**src/rtl/irq_seq_pkg.sv**
```systemverilog
package irq_seq_pkg;
   typedef enum logic [2:0] {
      ST_IDLE = 3'd0,
      ST_PUSH = 3'd1,
      ST_VEC  = 3'd2,
      ST_RUN  = 3'd3,
      ST_POP  = 3'd4
   } seq_state_e;
endpackage

```
**src/rtl/irq_seq_pend.sv**
```systemverilog
module irq_seq_pend #(
   parameter int NUM_IRQ = 8,
   parameter int IDW     = $clog2(NUM_IRQ)
) (
   input  logic               clk,
   input  logic               rst_n,
   input  logic [NUM_IRQ-1:0] req_i,
   input  logic               clr_i,
   input  logic [IDW-1:0]     clr_idx_i,
   output logic               any_o,
   output logic [IDW-1:0]     sel_o
);
   logic [NUM_IRQ-1:0] pend_q;
   logic [NUM_IRQ-1:0] clr_mask;
   logic [NUM_IRQ-1:0] grant;
   logic [NUM_IRQ:0]   seen;

   assign clr_mask = clr_i ? (NUM_IRQ'(1) << clr_idx_i) : '0;

   always_ff @(posedge clk) begin
      if (!rst_n) pend_q <= '0;
      else        pend_q <= (pend_q & ~clr_mask) | req_i;
   end

   // lowest index wins: each line is masked by every line below it
   assign seen[0] = 1'b0;
   for (genvar i = 0; i < NUM_IRQ; i++) begin : g_prio
      assign grant[i]  = pend_q[i] & ~seen[i];
      assign seen[i+1] = seen[i] | pend_q[i];
   end

   always_comb begin
      sel_o = '0;
      for (int i = 0; i < NUM_IRQ; i++) begin
         if (grant[i]) sel_o = IDW'(i);
      end
   end

   assign any_o = seen[NUM_IRQ];

   AST_CLEAR_TAKES: assert property (@(posedge clk) disable iff (!rst_n)
      (clr_i && !req_i[clr_idx_i]) |=> !pend_q[$past(clr_idx_i)]);
   AST_PEND_HOLDS: assert property (@(posedge clk) disable iff (!rst_n)
      !clr_i |=> ((pend_q & $past(pend_q)) == $past(pend_q)));
endmodule

```
**src/rtl/irq_seq_walk.sv**
```systemverilog
module irq_seq_walk #(
   parameter int FRAME_WORDS = 8,
   parameter int CW          = $clog2(FRAME_WORDS)
) (
   input  logic          clk,
   input  logic          rst_n,
   input  logic          run_i,
   output logic [CW-1:0] cnt_o,
   output logic          last_o
);
   logic [CW-1:0] cnt_q;

   assign last_o = run_i && (cnt_q == CW'(FRAME_WORDS - 1));
   assign cnt_o  = cnt_q;

   always_ff @(posedge clk) begin
      if (!rst_n || !run_i || last_o) cnt_q <= '0;
      else                            cnt_q <= cnt_q + CW'(1);
   end
endmodule

```
**src/rtl/irq_entry_seq.sv**
```systemverilog
module irq_entry_seq
   import irq_seq_pkg::*;
#(
   parameter int NUM_IRQ     = 8,
   parameter int XLEN        = 32,
   parameter int FRAME_WORDS = 8
) (
   input  logic                           clk,
   input  logic                           rst_n,
   input  logic [NUM_IRQ-1:0]             irq_i,
   input  logic                           handler_done_i,
   input  logic [XLEN-1:0]                sp_i,
   input  logic [XLEN-1:0]                vec_base_i,
   output logic [$clog2(FRAME_WORDS)-1:0] reg_rd_idx_o,
   input  logic [XLEN-1:0]                reg_rd_data_i,
   output logic                           mem_req_o,
   output logic                           mem_we_o,
   output logic [XLEN-1:0]                mem_addr_o,
   output logic [XLEN-1:0]                mem_wdata_o,
   input  logic [XLEN-1:0]                mem_rdata_i,
   output logic                           reg_wr_o,
   output logic [$clog2(FRAME_WORDS)-1:0] reg_wr_idx_o,
   output logic [XLEN-1:0]                reg_wr_data_o,
   output logic                           sp_wr_o,
   output logic [XLEN-1:0]                sp_wr_data_o,
   output logic                           pc_load_o,
   output logic [XLEN-1:0]                pc_load_data_o,
   output logic                           handler_run_o,
   output logic                           chain_o
);
   localparam int IDW         = $clog2(NUM_IRQ);
   localparam int CW          = $clog2(FRAME_WORDS);
   localparam int BYTES       = XLEN / 8;
   localparam int SHIFT       = $clog2(BYTES);
   localparam int FRAME_BYTES = FRAME_WORDS * BYTES;

   if (NUM_IRQ < 2) begin : g_bad_irq
      $error("NUM_IRQ must be at least 2");
   end
   if ((XLEN % 8) != 0 || (BYTES & (BYTES - 1)) != 0) begin : g_bad_xlen
      $error("XLEN must be a power-of-two number of bytes");
   end
   if (FRAME_WORDS < 2) begin : g_bad_frame
      $error("FRAME_WORDS must be at least 2");
   end

   seq_state_e     state_q, state_d;
   logic [XLEN-1:0] base_q, base_d;
   logic            chain_q, chain_d;
   logic            pend_any;
   logic [IDW-1:0]  sel;
   logic [CW-1:0]   cnt;
   logic            last;
   logic            walking;
   logic            ret_ev;

   assign walking = (state_q == ST_PUSH) || (state_q == ST_POP);
   assign ret_ev  = (state_q == ST_RUN) && handler_done_i;

   irq_seq_pend #(.NUM_IRQ(NUM_IRQ), .IDW(IDW)) u_pend (
      .clk      (clk),
      .rst_n    (rst_n),
      .req_i    (irq_i),
      .clr_i    (state_q == ST_VEC),
      .clr_idx_i(sel),
      .any_o    (pend_any),
      .sel_o    (sel)
   );

   irq_seq_walk #(.FRAME_WORDS(FRAME_WORDS), .CW(CW)) u_walk (
      .clk   (clk),
      .rst_n (rst_n),
      .run_i (walking),
      .cnt_o (cnt),
      .last_o(last)
   );

   always_comb begin
      state_d = state_q;
      base_d  = base_q;
      chain_d = chain_q;
      unique case (state_q)
         ST_IDLE: if (pend_any) begin
            state_d = ST_PUSH;
            base_d  = sp_i - XLEN'(FRAME_BYTES);
         end
         ST_PUSH: if (last) begin
            state_d = ST_VEC;
            chain_d = 1'b0;
         end
         ST_VEC:  state_d = ST_RUN;
         ST_RUN: if (handler_done_i) begin
            if (pend_any) begin
               state_d = ST_VEC;
               chain_d = 1'b1;
            end else begin
               state_d = ST_POP;
               base_d  = sp_i;
            end
         end
         ST_POP:  if (last) state_d = ST_IDLE;
         default: state_d = ST_IDLE;
      endcase
   end

   always_ff @(posedge clk) begin
      if (!rst_n) begin
         state_q <= ST_IDLE;
         base_q  <= '0;
         chain_q <= 1'b0;
      end else begin
         state_q <= state_d;
         base_q  <= base_d;
         chain_q <= chain_d;
      end
   end

   assign reg_rd_idx_o   = cnt;
   assign mem_req_o      = walking || (state_q == ST_VEC);
   assign mem_we_o       = (state_q == ST_PUSH);
   assign mem_addr_o     = (state_q == ST_VEC)
                           ? vec_base_i + (XLEN'(sel) << SHIFT)
                           : base_q + (XLEN'(cnt) << SHIFT);
   assign mem_wdata_o    = reg_rd_data_i;
   assign reg_wr_o       = (state_q == ST_POP);
   assign reg_wr_idx_o   = cnt;
   assign reg_wr_data_o  = mem_rdata_i;
   assign sp_wr_o        = last;
   assign sp_wr_data_o   = (state_q == ST_PUSH) ? base_q : base_q + XLEN'(FRAME_BYTES);
   assign pc_load_o      = (state_q == ST_VEC);
   assign pc_load_data_o = mem_rdata_i;
   assign handler_run_o  = (state_q == ST_RUN);
   assign chain_o        = chain_q;

   AST_SAVE_RESTORE_EXCL: assert property (@(posedge clk) disable iff (!rst_n)
      !(mem_we_o && reg_wr_o));
   AST_SAVE_SP: assert property (@(posedge clk) disable iff (!rst_n)
      (mem_we_o && sp_wr_o) |-> (sp_wr_data_o == mem_addr_o - XLEN'(FRAME_BYTES - BYTES)));
   AST_SAVE_THEN_FETCH: assert property (@(posedge clk) disable iff (!rst_n)
      (mem_we_o && sp_wr_o) |=> (pc_load_o && mem_req_o && !mem_we_o));
   AST_RESTORE_THEN_IDLE: assert property (@(posedge clk) disable iff (!rst_n)
      (reg_wr_o && sp_wr_o) |=> (!mem_req_o && !handler_run_o));
   AST_CHAIN_DIRECT: assert property (@(posedge clk) disable iff (!rst_n)
      (ret_ev && pend_any) |=> (pc_load_o && !mem_we_o && !reg_wr_o && !sp_wr_o));
   AST_CHAIN_FLAG_SET: assert property (@(posedge clk) disable iff (!rst_n)
      (pc_load_o && $past(handler_run_o)) |=> chain_o);
   AST_CHAIN_FLAG_CLR: assert property (@(posedge clk) disable iff (!rst_n)
      (pc_load_o && $past(mem_we_o)) |=> !chain_o);
   AST_DONE_IGNORED: assert property (@(posedge clk) disable iff (!rst_n)
      (handler_done_i && !handler_run_o && !mem_req_o && !pend_any) |=> !mem_req_o);
endmodule

```
**config.mk**
```make
export PLATFORM = sky130hd
export DESIGN_NAME = irq_entry_seq
export DESIGN_NICKNAME = d
export VERILOG_FILES = /design/src/rtl/irq_seq_pkg.sv /design/src/rtl/irq_seq_pend.sv /design/src/rtl/irq_seq_walk.sv /design/src/rtl/irq_entry_seq.sv
export SDC_FILE = /design/constraint.sdc
export NUM_CORES = 1
export LEC_CHECK = 0
export BUFFER_PORTS_ARGS = -buffer_cell sky130_fd_sc_hd__buf_2
export CORE_MARGIN = 8
export CORE_UTILIZATION = 49
export DETAILED_ROUTE_END_ITERATION = 7
export PLACE_DENSITY_LB_ADDON = 0.05
export REMOVE_ABC_BUFFERS = 1
export SLEW_MARGIN = 25
export SYNTH_ARGS = -nofsm -noshare
export SYNTH_HDL_FRONTEND = slang
export SYNTH_SLANG_ARGS = --single-unit
```
**constraint.sdc**
```tcl
create_clock -name clk -period 9.65 [get_ports clk]
set_input_delay 1.93 -clock clk [delete_from_list [all_inputs] [get_ports clk]]
set_output_delay 1.93 -clock clk [all_outputs]
set_load 0.02 [all_outputs]
```
==> flow_metrics.py <==
metrics = {
    "run_status": {
        "status": "finished, final reports clean",
    },
    "grt": {
        "grt_pass1_vias": 4872,
        "grt_pass1_wl_mm": 34.6,
        "grt_use_met3_pct": 25.0,
        "gr-total-overflow": 0,
        "antenna_found_initial": 2,
        "grtUsageMet1_pct": 34.6,
        "busiest_layer": "met2",
        "gr-usage-all-layers_pct": 32.8,
        "grt_max_degree": 59,
        "met2_usage_pct": 49.9,
    },
    "cts": {
        "cts-htree-levels": 2,
        "cts_resized": 0,
        "cts_made_buffers": 5,
        "ctsRootBufferMaster": "clkbuf_8",
        "clock-sinks": 47,
        "clk_pin_slew_ns": 0.09,
        "postCtsHoldBufs": 0,
        "cts_tree": "yes",
        "post-cts-setup-buffers": 0,
        "clk_latency_ns": 0.31,
        "cts_buffer_depth": 2,
    },
    "min_path": {
        "hp-class": "reg -> reg",
    },
    "drt": {
        "ant_nets": 0,
        "drc": 0,
        "dr.first_iter.drc_count": 472,
        "vias": 4997,
        "via_per_inst": 5.76,
        "drtPass1Iterations": 5,
        "drt-total-wl_mm": 24.4,
        "wire_per_inst_um": 28.1,
    },
    "floorplan": {
        "die_h_um": 120,
        "die_area_mm2": 0.0144,
        "core_area_mm2": 0.0107,
        "die_x_um": 120,
        "rows": 38,
        "pin_count": 312,
        "start_util_pct": 49.6,
    },
    "synth": {
        "synthTopCellsByArea": "dfxtp_1 18%, buf_4 15%, xnor2_1 11%",
        "syn_area_mm2": 0.00530,
        "syn_inst": 706,
        "synth_most_common_cell": "buf_4",
        "yosysWarnings": 0,
        "synth_largest_area_cell": "dfxtp_1",
        "ys_top_cells_by_count": "105 x buf_4, 69 x xnor2_1, 51 x nor2_1, 47 x dfxtp_1, 47 x nand2_1",
        "yosysUniqueCellTypes": 56,
        "synth_seq_area_share_pct": 17.7,
        "synth_edf_count": 0,
        "yosys_register_bits": 47,
        "synth_flop_cell": "dfxtp_1",
        "synth_async_sr_flop_share_pct": 0,
        "avgSynthCellArea_um2": 7.51,
        "synth_top_area_share_pct": 17.7,
    },
    "timing": {
        "holdWs_ns": 0.489,
        "period_share_pct": 62.8,
        "hold_violations": 0,
        "tightest_slew_ns": 0.943,
        "period_needed_ns": 6.06,
        "max_freq_ghz": 0.165,
        "relSlewSlack_pct": 37.0,
        "setup_tns_ns": 0,
        "maxSlewViolCount": 0,
        "setup_violations": 0,
        "rsz0062_at_grt": "false",
        "finClkSkew_ns": 0.0192,
    },
    "layout": {
        "drive_gt1_share_pct": 24.8,
        "final_nets": 876,
        "synthToLayoutAreaGrowth_pct": 2.12,
    },
    "critical_path": {
        "setup.worst_path.start": "vec_base_i[2]",
        "worstPathRequired_ns": 7.72,
        "cp.depth": 10,
        "r2r_end": "base_q[6]$_SDFFE_PN0P_",
        "cp_top_family": "simple AND/OR/NAND/NOR gates",
        "crit_fanout": 12,
        "worst-setup-path-type": "in -> out",
        "critPathBufInv": 3,
        "critPathCapture": "mem_addr_o[28]",
        "start_kind": "primary input",
        "rrSetupSlack_ns": 7.11,
        "cp_cell_sequence": "buf_2, ha_1, inv_1, fa_1, nand2b_1, a211o_1, nor4_1, xnor2_1, mux2i_1, buf_2",
        "crit_path_top_delay_cell": "a211o_1",
        "rr_startpoint": "u_pend.pend_q[5]$_SDFF_PN0_",
        "r2r_cells": 5,
        "crit_top_cell": "buf_2",
        "end_kind": "primary output",
        "cp_data_arrival_time_ns": 4.13,
        "slowest_delay_ns": 0.49,
    },
    "pwr": {
        "peakVddDrop_v": 0.0000572,
        "p_per_area_mw_per_mm2": 103,
        "power_leakage_nw": 2.24,
    },
    "placement": {
        "gp_congestion": 0.999,
        "port_buffers": 151,
        "dp_hpwl_mm": 21.1,
    },
    "flow_run": {
        "max_cap_violations": 0,
    },
}
==> worst min path at each step <==
stage | startpoint | endpoint | slack [ns] | depth (start not counted)
floorplan | u_pend.pend_q[6]$_SDFF_PN0_ | u_pend.pend_q[6]$_SDFF_PN0_ | 0.48 | 2
global placement | chain_o$_SDFFE_PN0P_ | chain_o$_SDFFE_PN0P_ | 0.47 | 2
detailed placement | chain_o$_SDFFE_PN0P_ | chain_o$_SDFFE_PN0P_ | 0.47 | 2
CTS | chain_o$_SDFFE_PN0P_ | chain_o$_SDFFE_PN0P_ | 0.49 | 2
global route | u_pend.pend_q[6]$_SDFF_PN0_ | u_pend.pend_q[6]$_SDFF_PN0_ | 0.56 | 2
finish | chain_o$_SDFFE_PN0P_ | chain_o$_SDFFE_PN0P_ | 0.49 | 2
==> worst register-to-register path, delay by kind of cell (launching register included) <==
family             cells  cell delay (ns)
and+or+nand+nor        2             1.02
muxes                  1             0.66
AOI/OAI and AO/OA      2             0.41
DFF                    1             0.35
==> area by class of cell <==
| type | instances | area [um^2] |
|---|---|---|
| antenna | 2 | 5.00 |
| multi-input combinational | 493 | 3330 |
| clock buffer | 6 | 72.6 |
| tap | 140 | 175 |
| sequential | 47 | 941 |
| fill | 1126 | 5280 |
| timing repair buffer | 153 | 771 |
| clock inverter | 1 | 30.0 |
| inverter | 25 | 93.8 |
==> power breakdown <==
part           total, mW  leakage (nW)  internal, mW  switching (mW)
Combinational      0.178          1.80        0.0687           0.110
Sequential         0.235         0.390         0.208          0.0265
Clock              0.143        0.0513        0.0761          0.0670
==> per-stage QoR <==
stage | setup slack [ns] | util [%] | cell area, um^2 | total power, mW | instances
6_report | 3.59 | 50.6 | 5420 | 0.556 | 867
5_1_grt | 3.39 | 50.6 | 5420 | 0.586 | 867
4_1_cts | 3.57 | 50.5 | 5410 | 0.558 | 865
3_5_place_dp | 3.58 | 49.6 | 5300 | 0.416 | 858
3_3_place_gp | 3.63 | 49.6 | 5300 | 0.414 | 858
2_1_floorplan | 3.84 | - | 4360 | 0.336 | 565
==> cell families (layout without fill, tap and decap cells) <==
logic type / Yosys count / after routing / share of synthesized area, %
simple gates: 254 / 254 / 26.2
buf+inv: 166 / 185 / 19.6
xor+xnor: 105 / 105 / 17.3
compound gates: 92 / 92 / 10.2
flops: 47 / 47 / 17.7
mux: 30 / 30 / 5.76
fa+ha+maj: 12 / 12 / 3.11
other cells: 0 / 2 / 0
==> sequential cells by signal, summed over array words and instances, names as in the netlist <==
| register | cells |
|---|---|
| base_q | 32 |
| state_q | 3 |
| chain_o | 1 |
| u_pend.pend_q | 8 |
| u_walk.cnt_o | 3 |
==> layout by cell type, fill, tap and decap left out, drive strengths merged, types with 6 or more instances in the layout <==
cell and count:
buf 153, xnor2 69, nor2 51, nand2 47, dfxtp 47, xor2 36, a21oi 35, nor3 31
o21ai 30, nand3 27, mux2i 26, nand4 25, inv 24, nor4 22, ha 10, a211oi 10
or4 7, and2 6, nand2b 6, o21a 6, clkbuf 6
==> metal layers <==
layer	wire [um]	up-vias	part of all wire [%]
met5	107	-	0.44
met4	533	4	2.2
met3	4330	26	18
met2	10700	377	44
met1	8750	2216	36
li1	-	2374	-
(Power assumes the default switching activity.)
